==> config.mk <==
export PLATFORM = sky130hd
export DESIGN_NAME = hall_qualifier
export DESIGN_NICKNAME = d
export VERILOG_FILES = /design/src/rtl/hq_pkg.sv /design/src/rtl/hq_sync.sv /design/src/rtl/hq_tick.sv /design/src/rtl/hq_ctrl_fsm.sv /design/src/rtl/hq_match.sv /design/src/rtl/hall_qualifier.sv
export SDC_FILE = /design/constraint.sdc
export NUM_CORES = 1
export LEC_CHECK = 0
export CAP_MARGIN = 25
export CORE_ASPECT_RATIO = 2
export CORE_MARGIN = 4
export CORE_UTILIZATION = 45
export CTS_BUF_LIST = sky130_fd_sc_hd__clkbuf_8
export CTS_CLUSTER_DIAMETER = 150
export DETAILED_ROUTE_END_ITERATION = 10
export PLACE_DENSITY = 0.68
export SLEW_MARGIN = 5
export SYNTH_ARGS = -nofsm -noshare
export SYNTH_HDL_FRONTEND = slang
export SYNTH_HIERARCHICAL = 1
export SYNTH_SLANG_ARGS = --single-unit
==> constraint.sdc <==
create_clock -name clk -period 8.4 [get_ports clk]
set_input_delay 0.84 -clock clk [delete_from_list [all_inputs] [get_ports clk]]
set_output_delay 0.84 -clock clk [all_outputs]
set_load 0.02 [all_outputs]
==> src/rtl/hq_pkg.sv <==
package hq_pkg;

    typedef enum logic [1:0] {
        ST_OFF   = 2'd0,
        ST_RUN   = 2'd1,
        ST_BLANK = 2'd2
    } hq_state_e;

    localparam logic [1:0] MODE_PWM  = 2'b00;
    localparam logic [1:0] MODE_FREE = 2'b01;
    localparam logic [1:0] MODE_LOW  = 2'b10;
    localparam logic [1:0] MODE_NONE = 2'b11;

    // sampling tick period in system clocks
    function automatic logic [7:0] tick_period(input logic [1:0] sel);
        case (sel)
            2'b00:   tick_period = 8'd4;
            2'b01:   tick_period = 8'd8;
            2'b10:   tick_period = 8'd32;
            default: tick_period = 8'd128;
        endcase
    endfunction

endpackage

==> src/rtl/hq_sync.sv <==
module hq_sync #(
    parameter int W      = 3,
    parameter int STAGES = 2
) (
    input  logic         clk,
    input  logic         rst_n,
    input  logic [W-1:0] d,
    output logic [W-1:0] q
);
    logic [W-1:0] chain [STAGES];

    always_ff @(posedge clk or negedge rst_n) begin
        if (!rst_n) begin
            for (int i = 0; i < STAGES; i++) chain[i] <= '0;
        end else begin
            chain[0] <= d;
            for (int i = 1; i < STAGES; i++) chain[i] <= chain[i-1];
        end
    end

    assign q = chain[STAGES-1];
endmodule

==> src/rtl/hq_tick.sv <==
module hq_tick #(
    parameter int DIV_W = 7
) (
    input  logic       clk,
    input  logic       rst_n,
    input  logic       run,
    input  logic [1:0] sel,
    output logic       tick
);
    import hq_pkg::*;

    logic [DIV_W-1:0] cnt;
    logic [7:0]       last;

    assign last = tick_period(sel) - 8'd1;
    assign tick = run && (8'(cnt) >= last);

    always_ff @(posedge clk or negedge rst_n) begin
        if (!rst_n)       cnt <= '0;
        else if (!run)    cnt <= '0;
        else if (tick)    cnt <= '0;
        else              cnt <= cnt + 1'b1;
    end
endmodule

==> src/rtl/hq_ctrl_fsm.sv <==
module hq_ctrl_fsm #(
    parameter int DLY_W = 7
) (
    input  logic             clk,
    input  logic             rst_n,
    input  logic             det_en,
    input  logic             tick,
    input  logic             pwm_on,
    input  logic             low_conduct,
    input  logic [1:0]       smp_mode,
    input  logic [DLY_W-1:0] blank_dly,
    output logic             sample_en,
    output logic             active
);
    import hq_pkg::*;

    hq_state_e        state, state_nx;
    logic [DLY_W-1:0] bcnt, bcnt_nx;
    logic             pwm_q;
    logic             pwm_rise;
    logic             gate;
    logic             start_blank;

    assign pwm_rise    = pwm_on && !pwm_q;
    assign start_blank = pwm_rise && (blank_dly != '0);

    always_comb begin
        unique case (smp_mode)
            MODE_PWM:  gate = pwm_on;
            MODE_FREE: gate = 1'b1;
            MODE_LOW:  gate = low_conduct;
            MODE_NONE: gate = 1'b0;
        endcase
    end

    // next state
    always_comb begin
        state_nx = state;
        bcnt_nx  = bcnt;
        unique case (state)
            ST_OFF: begin
                bcnt_nx = '0;
                if (det_en) state_nx = ST_RUN;
            end
            ST_RUN: begin
                bcnt_nx = '0;
                if (!det_en)          state_nx = ST_OFF;
                else if (start_blank) state_nx = ST_BLANK;
            end
            ST_BLANK: begin
                if (!det_en) begin
                    state_nx = ST_OFF;
                end else if (pwm_rise) begin
                    bcnt_nx = '0;
                end else if (blank_dly == '0) begin
                    state_nx = ST_RUN;
                end else if (tick) begin
                    if (bcnt == blank_dly - DLY_W'(1)) state_nx = ST_RUN;
                    else                               bcnt_nx = bcnt + 1'b1;
                end
            end
            default: state_nx = ST_OFF;
        endcase
    end

    // state register
    always_ff @(posedge clk or negedge rst_n) begin
        if (!rst_n) begin
            state <= ST_OFF;
            bcnt  <= '0;
            pwm_q <= 1'b0;
        end else begin
            state <= state_nx;
            bcnt  <= bcnt_nx;
            pwm_q <= pwm_on;
        end
    end

    // outputs
    always_comb begin
        sample_en = 1'b0;
        active    = 1'b0;
        unique case (state)
            ST_OFF:   ;
            ST_RUN: begin
                active    = det_en;
                sample_en = det_en && tick && gate && !start_blank;
            end
            ST_BLANK: active = det_en;
            default:  ;
        endcase
    end
endmodule

==> src/rtl/hq_match.sv <==
module hq_match #(
    parameter int POS_W = 3,
    parameter int CNT_W = 4
) (
    input  logic             clk,
    input  logic             rst_n,
    input  logic             active,
    input  logic             sample_en,
    input  logic [POS_W-1:0] hall_s,
    input  logic [CNT_W-1:0] match_cnt,
    output logic [POS_W-1:0] pos_out,
    output logic             pos_chg
);
    logic [POS_W-1:0] cand;
    logic [CNT_W-1:0] hits, hits_nx, need;
    logic             same, accept;

    assign need    = (match_cnt == '0) ? CNT_W'(1) : match_cnt;
    assign same    = (hall_s == cand) && (hits != '0);
    assign hits_nx = !same ? CNT_W'(1) : ((hits >= need) ? hits : hits + 1'b1);
    assign accept  = sample_en && (hits_nx >= need) && (hall_s != pos_out);

    always_ff @(posedge clk or negedge rst_n) begin
        if (!rst_n) begin
            cand    <= '0;
            hits    <= '0;
            pos_out <= '0;
            pos_chg <= 1'b0;
        end else begin
            pos_chg <= accept;
            if (!active) begin
                hits <= '0;
            end else if (sample_en) begin
                cand <= hall_s;
                hits <= hits_nx;
                if (accept) pos_out <= hall_s;
            end
        end
    end
endmodule

==> src/rtl/hall_qualifier.sv <==
module hall_qualifier #(
    parameter int POS_W  = 3,
    parameter int CNT_W  = 4,
    parameter int DLY_W  = 7,
    parameter int SYNC_N = 2
) (
    input  logic             clk,
    input  logic             rst_n,
    input  logic [POS_W-1:0] hall_in,
    input  logic             pwm_on,
    input  logic             low_conduct,
    input  logic             det_en,
    input  logic [1:0]       smp_clk_sel,
    input  logic [1:0]       smp_mode,
    input  logic [CNT_W-1:0] match_cnt,
    input  logic [DLY_W-1:0] blank_dly,
    output logic [POS_W-1:0] pos_out,
    output logic             pos_chg
);
    localparam int DIV_W = 7;

    logic [POS_W-1:0] hall_s;
    logic             tick, sample_en, active;

    hq_sync #(.W(POS_W), .STAGES(SYNC_N)) u_sync (
        .clk(clk), .rst_n(rst_n), .d(hall_in), .q(hall_s)
    );

    hq_tick #(.DIV_W(DIV_W)) u_tick (
        .clk(clk), .rst_n(rst_n), .run(det_en), .sel(smp_clk_sel), .tick(tick)
    );

    hq_ctrl_fsm #(.DLY_W(DLY_W)) u_fsm (
        .clk(clk), .rst_n(rst_n), .det_en(det_en), .tick(tick),
        .pwm_on(pwm_on), .low_conduct(low_conduct), .smp_mode(smp_mode),
        .blank_dly(blank_dly), .sample_en(sample_en), .active(active)
    );

    hq_match #(.POS_W(POS_W), .CNT_W(CNT_W)) u_match (
        .clk(clk), .rst_n(rst_n), .active(active), .sample_en(sample_en),
        .hall_s(hall_s), .match_cnt(match_cnt),
        .pos_out(pos_out), .pos_chg(pos_chg)
    );
endmodule

Word-level counts from Yosys, hierarchy flattened. Index checks and enable logic that the tools add are counted.

Register bits after elaboration: 34. Bits of input ports: 23. Output and inout bits: 4.

$add $sub $neg: 5. Order comparisons: 3. Equal/unequal tests: 20. Muxes and demuxes: 26. Reduce and logical (&&, ||, !) cells: 25.

Operators by type and width (number): $mux 7 (7); $pmux 8 s3 (1); $mux 4 (5); $mux 2 (8); $add 7x1->7 const B (2); $pmux 7 s2 (1); $reduce_and 5->1 (2); $logic_and 1x1->1 (9); $ne 3x2->1 const B (3); $eq 2x2->1 const B (4); $ge 4x4->1 (2); $ge 7x8->1 (1); $ne 4x2->1 const B (2); $sub 8x1->8 const B (1); $eq 7x7->1 (1); $logic_not 7->1 (1); $reduce_bool 7->1 (1); $sub 7x1->7 const B (1); $eq 2x1->1 const B (3); $logic_not 2->1 (3); $ne 2x2->1 const B (3); $pmux 2 s3 (1); $add 4x1->4 const B (1); $logic_not 4->1 (1); 12 further kinds (15).

Longest topological paths before layout. Gate-level depths: netlist (run 1).

Word-level depth: 12. Mapped depth: 14. Depth with buffers taken out: 14.

Modules after synthesis. Netlist (run 1), hierarchy kept.

By module, submodules not included: hq_ctrl_fsm (instances 1, cells each 106, area each 937.1 µm², sequential area each 250.2 µm²); hq_match (instances 1, cells each 82, area each 868.3 µm², sequential area each 275.3 µm²); hq_tick (instances 1, cells each 45, area each 437.9 µm², sequential area each 175.2 µm²); hq_sync (instances 1, cells each 9, area each 172.7 µm², sequential area each 150.1 µm²).

Least setup slack after synthesis (run 1). OpenSTA, ideal clock, no wires.

Path type: in2reg. Start: input match_cnt[3]. End: register u_match.pos_out[0]. Library setup time: 0.128 ns. Arrival time: 3.517 ns. Data required time: 8.272 ns. Path slack: 4.755 ns. Stages: 14. Cell sequence: inv_1 -> a31o_2 -> ha_1 -> nand2b_4 -> a2111oi_4 -> nor2_1 -> nand2_1 -> a21oi_1 -> ha_1 -> nand2b_1 -> a211o_1 -> a21oi_1 -> or3_1 -> mux2_1.

Cells in the longest elaborated chain, start to end: 9.

Ends and longest elaborated chain: start: declaration (line hall_qualifier.sv:15) `input logic [CNT_W-1:0] match_cnt,`; $logic_not 4->1 (line hq_match.sv:18) `assign need = (match_cnt == '0) ? CNT_W'(1) : match_cnt;`; $mux 4 * (line hq_match.sv:18); $ge 4x4->1 (line hq_match.sv:20) `assign hits_nx = !same ? CNT_W'(1) : ((hits >= need) ? hits : hits + 1'b1);`; $mux 4 (2 in a row) (line hq_match.sv:20); $ge 4x4->1 * (line hq_match.sv:21) `assign accept = sample_en && (hits_nx >= need) && (hall_s != pos_out);`; $logic_and 1x1->1 * (2 in a row) (line hq_match.sv:21); $reduce_and 3->1 (no line) *; end signal: assignment (line hq_match.sv:36) `if (accept) pos_out <= hall_s;`; end: declaration (line hq_match.sv:11) `output logic [POS_W-1:0] pos_out,`.

Every way passes the cells marked *; elsewhere a longest branch is shown, timed or not. A chain may end at the register's enable or synchronous reset.

Worst setup path in the final report (run 1).
Start: input match_cnt[2]. End: register u_match.pos_out[1].

The elaborated chain is that of the path after synthesis.

==> results.md, run 1 <==
Place:
- Summing all placed instances gives a cell area of 2720 um^2.
- The count of buffers from port buffering is 26.
- At the end of routability-driven placement, the weighted congestion stood at 0.803.
- The sum of net half-perimeters after detailed placement is 3790 um.

CTS:
- The count of clock tree sinks is 34.
- The cts-stage hold buffer count is 0.
- The H-tree was split into 2 levels.
- The TritonCTS buffer count is 5.
- At the later pin of the worst-skew pair, clock insertion delay measures 290 ps.
- The CTS root buffer is sky130_fd_sc_hd__clkbuf_8.
- Post-CTS repair changed the size of 0 cells.
- The number of buffers on the longest clock path is 2.
- The TritonCTS clock tree is done.
- The number of setup buffers added after CTS is 0.
- After clock tree synthesis, the clock-pin slew on the worst setup and hold paths is 70 ps.

Route:
- The sum of met2 wire segment lengths after detailed routing is 2560 um.
- The remaining antenna violation count after routing is 0.
- After detailed routing, the total wire length is 4690 um.
- In the detailed route, the total length drawn on met3 is 157 um.
- The first routing iteration left 31 violations.
- The length of the first detailed-routing pass in iterations is 5.
- Routed signal wires occupy layers up through met4.
- The count of unresolved DRC violations after routing is 0.
- In the final routing, the length of wire on met1 measures 1760 um.
- The detailed router placed 1908 vias in this run.
- Dividing the detail-routed via count by the number of cells gives 5.78.
- After detailed routing, the average wire length per cell comes to 14.2 um.

Timing:
- The relative max-transition margin is 48.2%.
- The count of pins over their slew limit is 0.
- Setup repair after global routing left no endpoint under its margin.
- At the pin with the least slew margin, the transition time is 776 ps.
- Across the routed clock network, the largest skew measured is 2.49 ps.
- The summed negative setup slack over all endpoints is 0 ps.
- The final hold violation count is 0.
- The part of the cycle the worst path needs is 48.0%.
- The maximum clock frequency is 248 MHz.
- The setup violation total in the final timing report is 0.
- The minimum clock period after layout is 4030 ps.

Run status:
- The flow ran to the end, and the final reports show no timing, DRC or antenna violations.

Yosys:
- In the post-synthesis netlist, the biggest area contributors are sky130_fd_sc_hd__dfrtp_1 (35%), sky130_fd_sc_hd__ha_1 (12%), sky130_fd_sc_hd__xor2_1 (6.2%).
- The cell accounting for the most synthesized area is sky130_fd_sc_hd__dfrtp_1.
- The area of the mapped netlist is 2420 um^2.
- Yosys mapped a number of flops with a built-in enable equal to 0.
- The share of synthesized area occupied by flip-flops and latches is 35.2%.
- Synthesis produced a netlist with a net count of 288.
- The number of register bits inferred by synthesis is 34.
- The top-area cell type share of the netlist area is 35.2%.
- The number of distinct library cell variants in the gate-level netlist after synthesis is 56.
- In the post-synthesis netlist, the cell with the most instances is sky130_fd_sc_hd__dfrtp_1.
- The cell count after synthesis came out at 242.
- The count of yosys warnings during synthesis is 6.
- By count the netlist is led by sky130_fd_sc_hd__dfrtp_1 (34), sky130_fd_sc_hd__ha_1 (23), sky130_fd_sc_hd__nand2_1 (21), sky130_fd_sc_hd__inv_1 (20), sky130_fd_sc_hd__xor2_1 (17).
- Among all flip-flop cells after synthesis, the most frequent one is sky130_fd_sc_hd__dfrtp_1.
- The mean instance size in the synthesized netlist is 9.98 um^2.
- After synthesis, the share of flip-flops with an asynchronous set or reset is 100%.

Final layout:
- The filler cell count in the final layout is 496.
- The number of diodes added for antenna fixing is 0.
- The final layout contains 317 nets.
- The core occupancy in the finished layout is 54.2%.
- The finished cells cover 2810 um^2.
- The post-synthesis to final-layout area growth is 16.2%.
- The share of cells above drive strength 1 is 10.7%.

Power:
- The total power per unit cell area is 137 nW/um^2.
- In this run the power spent charging and discharging nets is 117 uW.
- The share of total power in sequential cells is 46.1%.
- Per report_power, the combinational group accounts for 23.0% of the total.
- The worst IR drop on VDD is 0.103 mV.
- Of the total power, the share spent switching nets is 30.4%.
- The internal power of the cells totals 269 uW.
- The design draws 386 uW.
- The clock group share of total power is 31.0%.
- The cell leakage power is 1.27 nW.

GRT:
- The number of global-route vias before repair is 1947.
- The first global-routing pass estimated 8350 um of wire.
- Global routing used 15.9% of the available tracks.
- Global routing finished with a remaining overflow of 0.
- The pin count of the biggest net entering global routing is 35.
- The initial antenna violation count is 0.

Critical path:
- In this run the register-to-register setup slack is 5120 ps.
- The worst setup path is launched from an input port.
- STA classifies the critical path endpoint as a flop.
- The largest fanout on the critical path is 4.
- Data on the critical path arrives at its endpoint at 4200 ps.
- Data on the critical path is required at its endpoint by 8570 ps.
- The critical path is of the in -> reg type.

Die:
- In this run the standard cell core region covers 5180 um^2.
- The area of the die is 6680 um^2.
- Once the floorplan was initialized, standard cells occupied 46.6% of the core.
- In this run the count of I/O pins placed on the die edge is 27.
- The die height is 112 um.
- From left edge to right edge, the die measures 59.8 um.
- After floorplanning, the core was divided into 37 placement rows.

Flow run:
- The number of violations of the max-capacitance limit is 0.

Hold path:
- The worst min-delay path class is reg -> reg.
area by class of cell:
class,instances,area (um^2),area share [%]
inverters,20,75.1,2.67
clock inverters,3,21.3,0.758
multi-input cells,183,1450,51.7
well taps,58,72.6,2.58
flip-flops and latches,34,851,30.3
clock buffers,5,68.8,2.45
repair buffers,27,268,9.54
through the flow:
step           hold WS [ps]  std cells  worst slack [ps]
3_3_place_gp            332        322              4150
6_report                349        330              4370
2_1_floorplan           331        242              4750
5_1_grt                 361        330              4160
4_1_cts                 354        330              4370
3_5_place_dp            336        322              4050
flip-flops by register name (all words and copies together), names as in the netlist:
| register | cells |
|---|---|
| u_fsm/bcnt | 7 |
| u_fsm/pwm_q | 1 |
| u_fsm/state | 2 |
| u_match/cand | 3 |
| u_match/hits | 4 |
| u_match/pos_chg | 1 |
| u_match/pos_out | 3 |
| u_sync/chain | 3 |
| u_sync/q | 3 |
| u_tick/cnt | 7 |
worst max-delay path: stages:
cell	delay, ps
sky130_fd_sc_hd__clkdlybuf4s50_1	480
sky130_fd_sc_hd__inv_1	60
sky130_fd_sc_hd__a31o_2	240
sky130_fd_sc_hd__ha_1	270
sky130_fd_sc_hd__nand2b_4	150
sky130_fd_sc_hd__a2111oi_4	420
sky130_fd_sc_hd__nor2_1	160
sky130_fd_sc_hd__nand2_1	100
sky130_fd_sc_hd__a21oi_1	60
sky130_fd_sc_hd__ha_1	270
sky130_fd_sc_hd__nand2b_1	140
sky130_fd_sc_hd__a211o_1	280
sky130_fd_sc_hd__a21oi_1	180
sky130_fd_sc_hd__or3_1	210
sky130_fd_sc_hd__mux2_1	340
cell families after synthesis:
logic type      after synthesis  synth area share [%]
buf+inv                      25                  4.71
simple gates                 81                  18.1
xor+xnor                     20                  7.56
compound gates               49                  17.9
fa+ha+maj                    23                  11.9
flops                        34                  35.2
mux                          10                  4.56
routing by layer:
metal	up-vias	track usage [%]
met3	20	3.60
li1	936	-
met1	915	17.6
met2	37	26.8
met5	-	0
met4	0	8.73
power groups by stage:
stage	sequential [mW]	combinational, mW	clock [mW]
4_1_cts	0.178	0.0896	0.126
3_3_place_gp	0.181	0.0870	0
3_5_place_dp	0.181	0.0893	0
2_1_floorplan	0.178	0.0598	0
6_report	0.178	0.0887	0.119
5_1_grt	0.179	0.0994	0.134
cells in the final DEF, fill, tap and decap left out, types with 2 or more instances in the layout:
cell,netlist,final
sky130_fd_sc_hd__a2111oi_4,2,2
sky130_fd_sc_hd__a211oi_1,2,2
sky130_fd_sc_hd__a21oi_1,8,8
sky130_fd_sc_hd__and2_1,2,2
sky130_fd_sc_hd__and3_1,3,3
sky130_fd_sc_hd__clkbuf_8,0,5
sky130_fd_sc_hd__clkdlybuf4s50_1,0,26
sky130_fd_sc_hd__dfrtp_1,34,34
sky130_fd_sc_hd__ha_1,23,23
sky130_fd_sc_hd__inv_1,20,20
sky130_fd_sc_hd__mux2_1,3,3
sky130_fd_sc_hd__mux2_2,5,5
sky130_fd_sc_hd__mux2i_1,2,2
sky130_fd_sc_hd__nand2_1,21,21
sky130_fd_sc_hd__nand2b_1,3,3
sky130_fd_sc_hd__nand3_1,10,10
sky130_fd_sc_hd__nor2_1,11,11
sky130_fd_sc_hd__nor2b_1,5,5
sky130_fd_sc_hd__nor3_1,11,11
sky130_fd_sc_hd__o2111ai_2,2,2
sky130_fd_sc_hd__o211ai_1,7,7
sky130_fd_sc_hd__o21a_1,2,2
sky130_fd_sc_hd__o21ai_0,4,4
sky130_fd_sc_hd__o21ai_1,2,2
sky130_fd_sc_hd__o31a_1,2,2
sky130_fd_sc_hd__o31ai_1,2,2
sky130_fd_sc_hd__or3_1,3,3
sky130_fd_sc_hd__or4_1,4,4
sky130_fd_sc_hd__xnor2_1,2,2
sky130_fd_sc_hd__xor2_1,17,17
worst paths after layout:
kind,depth (start not counted),end,start
worst min register to register,0,u_sync/q[2]$_DFF_PN0_,u_sync/chain[5]$_DFF_PN0_
max in group asynchronous,2,u_fsm/bcnt[3]$_DFFE_PN0P_,rst_n
worst max-delay path,15,u_match/pos_out[1]$_DFFE_PN0P_,match_cnt[2]
min in group asynchronous,2,u_sync/chain[4]$_DFF_PN0_,rst_n
worst min-delay path,0,u_sync/q[2]$_DFF_PN0_,u_sync/chain[5]$_DFF_PN0_
worst max register to register,13,u_match/pos_out[1]$_DFFE_PN0P_,u_match/hits[0]$_DFFE_PN0P_
Power figures use the tool's default switching activity.
==> inputs of run 2 (changes only) <==
clock period = 4.1 ns   (was 8.4 ns; I/O delays follow)
==> run 2 against run 1 <==
Clock-buffer cell count did not move. Non-clock buffer count grew 1. Cell area grew 2.0%. Largest cell class unchanged.
==> results.md, run 2 (synthesis results as in run 1) <==
Run status:
- The flow ran to the end, and the final reports show no timing, DRC or antenna violations.

CTS:
- Counting along the longest clock path gives a buffer depth of 2.
- The number of buffers inserted to repair setup after CTS is 0.
- The cts-stage hold buffer count is 0.
- Clock-pin slew was measured on the worst setup and hold paths at 80 ps.
- The CTS root buffer is sky130_fd_sc_hd__clkbuf_8.
- The clock latency on the worst-skew pair is 290 ps.
- The number of cells upsized or downsized after cts is 0.
- Buffers inserted during clock tree synthesis total 5.
- The count of clock tree sinks is 34.
- In this run the number of H-tree levels came out at 2.
- TritonCTS built the clock tree.

Critical path:
- The longest individual stage delay on the worst path is 450 ps.
- The slowest stage of the critical path belongs to the cell sky130_fd_sc_hd__clkdlybuf4s50_1.
- STA classifies the critical path endpoint as a flop.
- The worst path buffer plus inverter count is 2.
- The required time of the critical path is 4270 ps.
- Of all nets on the critical path, the largest fanout is 4.
- Data on the critical path arrives at its endpoint at 3750 ps.
- The signal on the critical path passes through clkdlybuf4s50_1 -> inv_1 -> a31o_2 -> ha_1 -> nand2b_4 -> a2111oi_4 -> o21ai_0 -> a21oi_1 -> ha_1 -> nand2b_1 -> a211o_1 -> a21oi_1 -> or3_1 -> mux2_1.
- The category of the worst setup path launch point is an input port.
- The kind of critical path is in -> reg.
- The largest delay contributor family on the critical path is compound AO/OA/AOI/OAI gates.

Final layout:
- In the final layout, the registers with the most flip-flops are u_fsm/bcnt x7, u_tick/cnt x7, u_match/hits x4.
- The filler cells instantiated in the layout total 483.
- The repair_antennas step left the layout with diodes totalling 0.
- Compared with the post-synthesis result, the final layout area differs by 18.5%.
- The library cell used most frequently in the layout, excluding fill and tap cells, is sky130_fd_sc_hd__dfrtp_1.
- The share of cells above drive strength 1 is 11.0%.
- The post-layout net count is 318.
- The library cells used most frequently in the layout, excluding fill and tap cells, are sky130_fd_sc_hd__dfrtp_1 (34), sky130_fd_sc_hd__clkdlybuf4s50_1 (26), sky130_fd_sc_hd__ha_1 (23), sky130_fd_sc_hd__nand2_1 (21), sky130_fd_sc_hd__inv_1 (20).

Place:
- The sum of net half-perimeters after detailed placement is 3910 um.
- Buffers placed on the I/O ports in this run total 26.
- The final weighted congestion in routability-driven placement is 0.819.
- The setup slack at placement is 202 ps.

Route:
- The first-iteration detailed-routing DRC count is 27.
- The mean number of vias per cell is 5.63.
- The remaining antenna violation count after routing is 0.
- The sum of routed wire length over all layers is 4860 um.
- After detailed routing, the average wire length per cell comes to 14.7 um.
- The final route contains 1862 vias.
- The first detailed-routing pass ran for 4 iterations.
- After detailed routing, the number of remaining DRC violations is 0.

Power:
- Per report_power, the clock group accounts for 40.7% of the total.
- Of the total power, the share spent switching nets is 26.8%.
- In this run the power spent charging and discharging nets is 247 uW.
- For this design the ratio of total power to cell area is 322 nW/um^2.
- The part of the power in combinational logic is 19.8%.
- For this design the static power due to leakage is 1.30 nW.
- IR analysis of the VDD net gives a maximum drop of 0.386 mV.
- Cell internal power was estimated by the tool at 676 uW.
- In this run, flip-flops and latches consume 39.4% of the power.

GRT:
- The overall global routing resource usage is 15.1%.
- The number of global-route vias before repair is 1878.
- The initial antenna violation count came to 0.
- The wire length of the first global-routing pass is 7930 um.
- The pin count of the biggest net entering global routing is 35.
- The global-route congestion overflow total is 0.

Die:
- In this run the count of I/O pins placed on the die edge is 27.
- The die height is 112 um.
- The area of the die is 6680 um^2.
- The floorplan die width is 59.8 um.
- The initial cell density of the core is 46.6%.
- The area of the core is 5180 um^2.
- The floorplan has 37 rows.

Timing:
- The worst setup skew after layout is 10.8 ps.
- In this run the tightest slew margin relative to its limit is 46.3%.
- Setup violations remaining at the end of the flow were counted as 0.
- The slew of the pin with the lowest slew margin is 804 ps.
- The count of pins over their slew limit is 0.
- The final critical path takes up 87.3% of the cycle.
- Setup repair after global routing left no endpoint under its margin.
- For the final routed database, the setup TNS stands at 0 ps.
- The final hold violation count came to 0.
- The minimum clock period after layout is 3580 ps.
- The minimum setup slack in the final design is 519 ps.
- The maximum clock frequency is 279 MHz.

Hold path:
- The min-delay analysis places its worst path in the category reg -> reg.

Flow run:
- The tool flagged a number of max-cap violations equal to 0.
==> run 2: cell count changes in the layout (fill, tap and decap cells not counted) <==
cell and delta:
sky130_fd_sc_hd__clkinv_2 -1, sky130_fd_sc_hd__bufinv_16 +2, sky130_fd_sc_hd__buf_4 +1, sky130_fd_sc_hd__clkinvlp_4 -1
==> run 2: stage by stage <==
step	total power, mW	instances	utilization [%]	hold slack (ps)	cell area (um^2)
after floorplan	0.488	242	-	114	2420
after global placement	0.549	323	52.6	332	2730
after detailed placement	0.553	323	52.6	335	2730
after CTS	0.935	331	55.2	355	2860
after global routing	0.971	331	55.2	367	2860
final	0.923	331	55.2	353	2860
==> run 2: cell type report <==
| class | count | area, um^2 | share of cell area (%) |
|---|---|---|---|
| Clock inverter | 3 | 68.8 | 2.40 |
| Tap cell | 58 | 72.6 | 2.53 |
| Multi-Input combinational cell | 183 | 1450 | 50.7 |
| Clock buffer | 5 | 68.8 | 2.40 |
| Inverter | 20 | 75.1 | 2.62 |
| Timing Repair Buffer | 28 | 275 | 9.62 |
| Sequential cell | 34 | 851 | 29.7 |
==> run 2: path summary, 6_finish.rpt <==
| kind | start | endpoint | slack (ps) | cells past startpoint |
|---|---|---|---|---|
| setup reg to reg | u_match/hits[0]$_DFFE_PN0P_ | u_match/pos_out[1]$_DFFE_PN0P_ | 840 | 12 |
| min in group asynchronous | rst_n | u_sync/chain[5]$_DFF_PN0_ | 510 | 2 |
| setup / recovery | match_cnt[3] | u_match/pos_out[1]$_DFFE_PN0P_ | 520 | 14 |
| hold / removal | u_sync/chain[5]$_DFF_PN0_ | u_sync/q[2]$_DFF_PN0_ | 350 | 0 |
| max in group asynchronous | rst_n | u_tick/cnt[0]$_DFF_PN0_ | 3250 | 2 |
| hold reg to reg | u_sync/chain[5]$_DFF_PN0_ | u_sync/q[2]$_DFF_PN0_ | 350 | 0 |
==> run 2: power by group through the flow <==
| stage | clock network [mW] | registers, mW | logic, mW |
|---|---|---|---|
| after CTS | 0.386 | 0.364 | 0.185 |
| after global placement | 0 | 0.370 | 0.178 |
| after global routing | 0.401 | 0.366 | 0.204 |
| final | 0.376 | 0.364 | 0.183 |
| after floorplan | 0 | 0.366 | 0.123 |
| after detailed placement | 0 | 0.371 | 0.183 |
==> run 2: metal layers <==
layer / global-route usage [%] / vias to the layer above / part of all wire (%)
li1: - / 933 / -
met1: 15.8 / 895 / 39
met2: 27.9 / 23 / 57
met3: 1.86 / 11 / 2.0
met4: 7.10 / 0 / 2.4
met5: 0 / - / 0
==> inputs of run 3 (changes only) <==
CORE_MARGIN = unset   (was 4)
PLACE_DENSITY = 0.74   (was 0.68)
SYNTH_HIERARCHICAL = unset   (was 1)
==> run 3 against run 2 <==
Total power fell by 14%. Sequential power barely moved. Cell area fell by 7.8%. Via count fell by 6.9%. Setup slack improved by 170 ps. Largest power group is now registers.
==> results.md, run 3 <==
Yosys:
- The number of distinct library cell variants in the gate-level netlist after synthesis is 48.
- The compound-gate portion of the synthesized area is 16.0%.
- Among all flip-flop cells after synthesis, the most frequent one is sky130_fd_sc_hd__dfrtp_1.
- The count of yosys warnings during synthesis is 0.
- The net count of the mapped netlist is 271.
- The commonest cells after synthesis are sky130_fd_sc_hd__dfrtp_1 (34), sky130_fd_sc_hd__ha_1 (22), sky130_fd_sc_hd__nor2_1 (17), sky130_fd_sc_hd__a21oi_1 (15), sky130_fd_sc_hd__inv_1 (15).
- The share of synthesized area occupied by flip-flops and latches is 38.3%.
- The number of register bits inferred by synthesis is 34.
- By area the synthesized netlist is led by sky130_fd_sc_hd__dfrtp_1 (38%), sky130_fd_sc_hd__ha_1 (12%), sky130_fd_sc_hd__xnor2_1 (5.5%).
- Summing the areas of all fa, ha and maj instances in the mapped netlist gives 12.4% of the synthesized area.
- The share of synthesized area spent on multiplexers is 3.55%.
- The area of the mapped netlist is 2220 um^2.
- The synthesized design spends more area on one cell type than any other, namely sky130_fd_sc_hd__dfrtp_1.
- The top-area cell type share of the netlist area is 38.3%.
- The synthesized netlist devotes 18.5% of its cell area to simple gates.
- By area, the combinational part of the netlist is dominated by simple AND/OR/NAND/NOR gates.
- After technology mapping, the gate count stands at 226.
- The synthesized netlist devotes 8.28% of its cell area to XOR and XNOR gates.
- The mean instance size in the synthesized netlist is 9.83 um^2.
- Of all flip-flops after synthesis, the portion carrying an async set or reset was 100%.
- The cell with the most instances after synthesis is sky130_fd_sc_hd__dfrtp_1.
- Counting flops with a built-in enable in the synthesized netlist gives 0.

Flow run:
- The number of violations of the max-capacitance limit is 0.

Critical path:
- The category of the worst setup path launch point is an input port.
- On the critical path, the stage with the largest delay is an instance of sky130_fd_sc_hd__clkdlybuf4s50_1.
- The type of destination of the critical path is a flop.
- The cell type with the highest occurrence count on the critical path is sky130_fd_sc_hd__nand2b_1.
- The kind of critical path is in -> reg.
- For the worst setup path, the data arrival time is 3590 ps.
- The longest individual stage delay on the worst path is 450 ps.
- Walking the worst path, the cells encountered are clkdlybuf4s50_1 -> inv_1 -> a31o_2 -> ha_1 -> nand2b_1 -> a21oi_1 -> o21a_1 -> xnor2_1 -> nand2b_1 -> inv_1 -> ha_1 -> nand2b_1 -> a21o_1 -> a211o_1 -> o211ai_1 -> nor3_2 -> mux2_2.
- Along the worst path, the maximum fanout reaches 5.
- The required time of the critical path is 4270 ps.
- The cell family contributing the most delay on the critical path is compound AO/OA/AOI/OAI gates.
- The worst path buffer plus inverter count is 3.

Route:
- In the routed design, unresolved DRC markers number 0.
- The routed wirelength normalized by instance count is 13.4 um.
- The overall via count from detail_route is 1733.
- The length of the first detailed-routing pass in iterations is 4.
- Wires add up to 4200 um.
- In this run the remaining antenna-violating nets after routing total 0.
- The mean number of vias per cell is 5.52.
- The first-iteration detailed-routing DRC count is 23.

Power:
- Per report_power, the combinational group accounts for 22.0% of the total.
- The net load switching power is 230 uW.
- The internal power of the cells totals 561 uW.
- Power comes to 792 uW.
- Of the total power, the share spent switching nets is 29.1%.
- The share of total power in sequential cells is 46.2%.
- The total power per unit cell area is 300 nW/um^2.
- The clock group share of total power is 31.8%.
- The cell leakage power is 1.19 nW.
- The worst IR drop on VDD is 0.198 mV.

Timing:
- In the final timing run, aggregate negative setup slack is 0 ps.
- The minimum clock period after layout is 3410 ps.
- Setup repair after global routing left no endpoint under its margin.
- Setup violations remaining at the end of the flow were counted as 0.
- The worst pin sits at a relative slew slack of 49.3%.
- In the post-route analysis, the smallest setup slack over all paths is 689 ps.
- After layout, the worst path uses 83.2% of the clock period.
- The maximum clock frequency is 293 MHz.
- Clock skew on the completed layout was measured at 7.96 ps.
- For the pin with the worst max-slew slack, the measured transition is 753 ps.
- The count of pins over their slew limit is 0.
- The final hold violation count is 0.

CTS:
- The number of buffers on the longest clock path is 2.
- At the later pin of the worst-skew pair, clock insertion delay measures 290 ps.
- The count of clock tree sinks is 34.
- The H-tree was split into 2 levels.
- The tree is rooted in a sky130_fd_sc_hd__clkbuf_8.
- The TritonCTS buffer count is 5.
- Once the clock tree was built, the resizer swapped 0 gates to a different size.
- After clock tree synthesis, the setup repair step added 0 buffers.
- The TritonCTS clock tree is done.
- After clock tree synthesis, the clock-pin slew on the worst setup and hold paths is 70 ps.
- For this design, the CTS-stage hold fixing added 0 buffers.

Die:
- The initial cell density of the core is 47.4%.
- 27 I/O pins were placed.
- The die height is 101 um.
- The die covers 5240 um^2.
- The floorplan has 35 rows.
- The floorplan die width is 51.7 um.
- In this run the standard cell core region covers 4690 um^2.

Place:
- The count of buffers from port buffering is 26.
- Routability-driven placement finished with a final weighted congestion of 0.839.
- Summed over all nets, the half-perimeter wirelength after detailed placement is 3270 um.
- Prior to clock tree synthesis, the placed netlist has a worst setup slack of 402 ps.
- The standard cell area after detailed placement is 2550 um^2.

Run status:
- The flow ran to the end, and the final reports show no timing, DRC or antenna violations.

GRT:
- Across every metal layer, demand over resource in global routing totals 19.0%.
- The number of global-route vias before repair is 1827.
- The initial antenna violation count is 0.
- Entering global routing, the biggest net connects 35 pins.
- The first global-routing pass estimated 7540 um of wire.
- For this run the aggregate overflow at the end of global routing stands at 0.

Final layout:
- The largest registers in the layout are u_fsm.bcnt x7, u_tick.cnt x7, u_match.hits x4.
- The share of cells above drive strength 1 is 9.27%.
- Fill cells in the final layout number 420.
- The top cell types in the final layout, fill and taps aside, are sky130_fd_sc_hd__dfrtp_1 (34), sky130_fd_sc_hd__clkdlybuf4s50_1 (26), sky130_fd_sc_hd__ha_1 (22), sky130_fd_sc_hd__nor2_1 (17), sky130_fd_sc_hd__inv_1 (16).
- The post-layout net count is 303.
- The most common cell after layout, fill and taps aside is sky130_fd_sc_hd__dfrtp_1.
- Relative to the synthesized area, the layout overhead comes to 18.7%.
- The core occupancy in the finished layout is 56.3%.
- The total non-filler cell area in the finished layout is 2640 um^2.
- The number of diodes added for antenna fixing is 0.

Hold path:
- The worst min-delay path class is reg -> reg.
run 3: per-stage QoR:
| step | hold slack (ps) | cells |
|---|---|---|
| after global routing | 359 | 314 |
| after floorplan | 114 | 226 |
| after CTS | 350 | 314 |
| after detailed placement | 335 | 306 |
| after global placement | 333 | 306 |
| final | 348 | 314 |
run 3: final timing paths:
check	slack, ps	startpoint	depth (start not counted)	to
max reg2reg	1030	u_match.hits[0]$_DFFE_PN0P_	15	u_match.pos_out[2]$_DFFE_PN0P_
max in group asynchronous	3270	rst_n	2	u_tick.cnt[0]$_DFF_PN0_
min in group asynchronous	520	rst_n	2	u_match.hits[1]$_DFFE_PN0P_
min	350	u_sync.chain[3]$_DFF_PN0_	0	u_sync.q[0]$_DFF_PN0_
max	690	match_cnt[3]	17	u_match.pos_out[2]$_DFFE_PN0P_
min reg2reg	350	u_sync.chain[3]$_DFF_PN0_	0	u_sync.q[0]$_DFF_PN0_
run 3: final cells by class:
type	instances	area, um^2	share of cell area [%]
Tap cell	55	68.8	2.61
Clock inverter	2	8.76	0.332
Inverter	15	56.3	2.13
Timing Repair Buffer	27	268	10.1
Sequential cell	34	851	32.2
Clock buffer	6	82.6	3.13
Multi-Input combinational cell	175	1300	49.4
run 3: worst reg2reg max path, cell delays in order, from the launching register on:
cell and delay [ps]:
sky130_fd_sc_hd__dfrtp_1 440, sky130_fd_sc_hd__inv_1 90, sky130_fd_sc_hd__ha_1 290, sky130_fd_sc_hd__nand2b_1 140
sky130_fd_sc_hd__a21oi_1 160, sky130_fd_sc_hd__o21a_1 230, sky130_fd_sc_hd__xnor2_1 140, sky130_fd_sc_hd__nand2b_1 90
sky130_fd_sc_hd__inv_1 60, sky130_fd_sc_hd__ha_1 210, sky130_fd_sc_hd__nand2b_1 140, sky130_fd_sc_hd__a21o_1 170
sky130_fd_sc_hd__a211o_1 290, sky130_fd_sc_hd__o211ai_1 130, sky130_fd_sc_hd__nor3_2 110, sky130_fd_sc_hd__mux2_2 280
run 3: per-layer routing:
layer | routed length [um] | track usage, % | vias up
li1 | - | - | 873
met1 | 1610 | 19.0 | 822
met2 | 2400 | 36.3 | 31
met3 | 109 | 2.70 | 7
met4 | 72 | 9.77 | 0
met5 | 0 | 0 | -
run 3: cell families after synthesis:
logic type | count (synthesis)
fa+ha+maj | 22
buf+inv | 17
simple gates | 76
xor+xnor | 21
flops | 34
compound gates | 49
mux | 7
run 3: power groups by stage:
stage / clock [mW] / combinational (mW) / sequential [mW]
floorplan: 0 / 0.113 / 0.368
global placement: 0 / 0.170 / 0.371
detailed placement: 0 / 0.174 / 0.372
CTS: 0.261 / 0.176 / 0.366
global route: 0.272 / 0.201 / 0.368
finish: 0.251 / 0.174 / 0.366
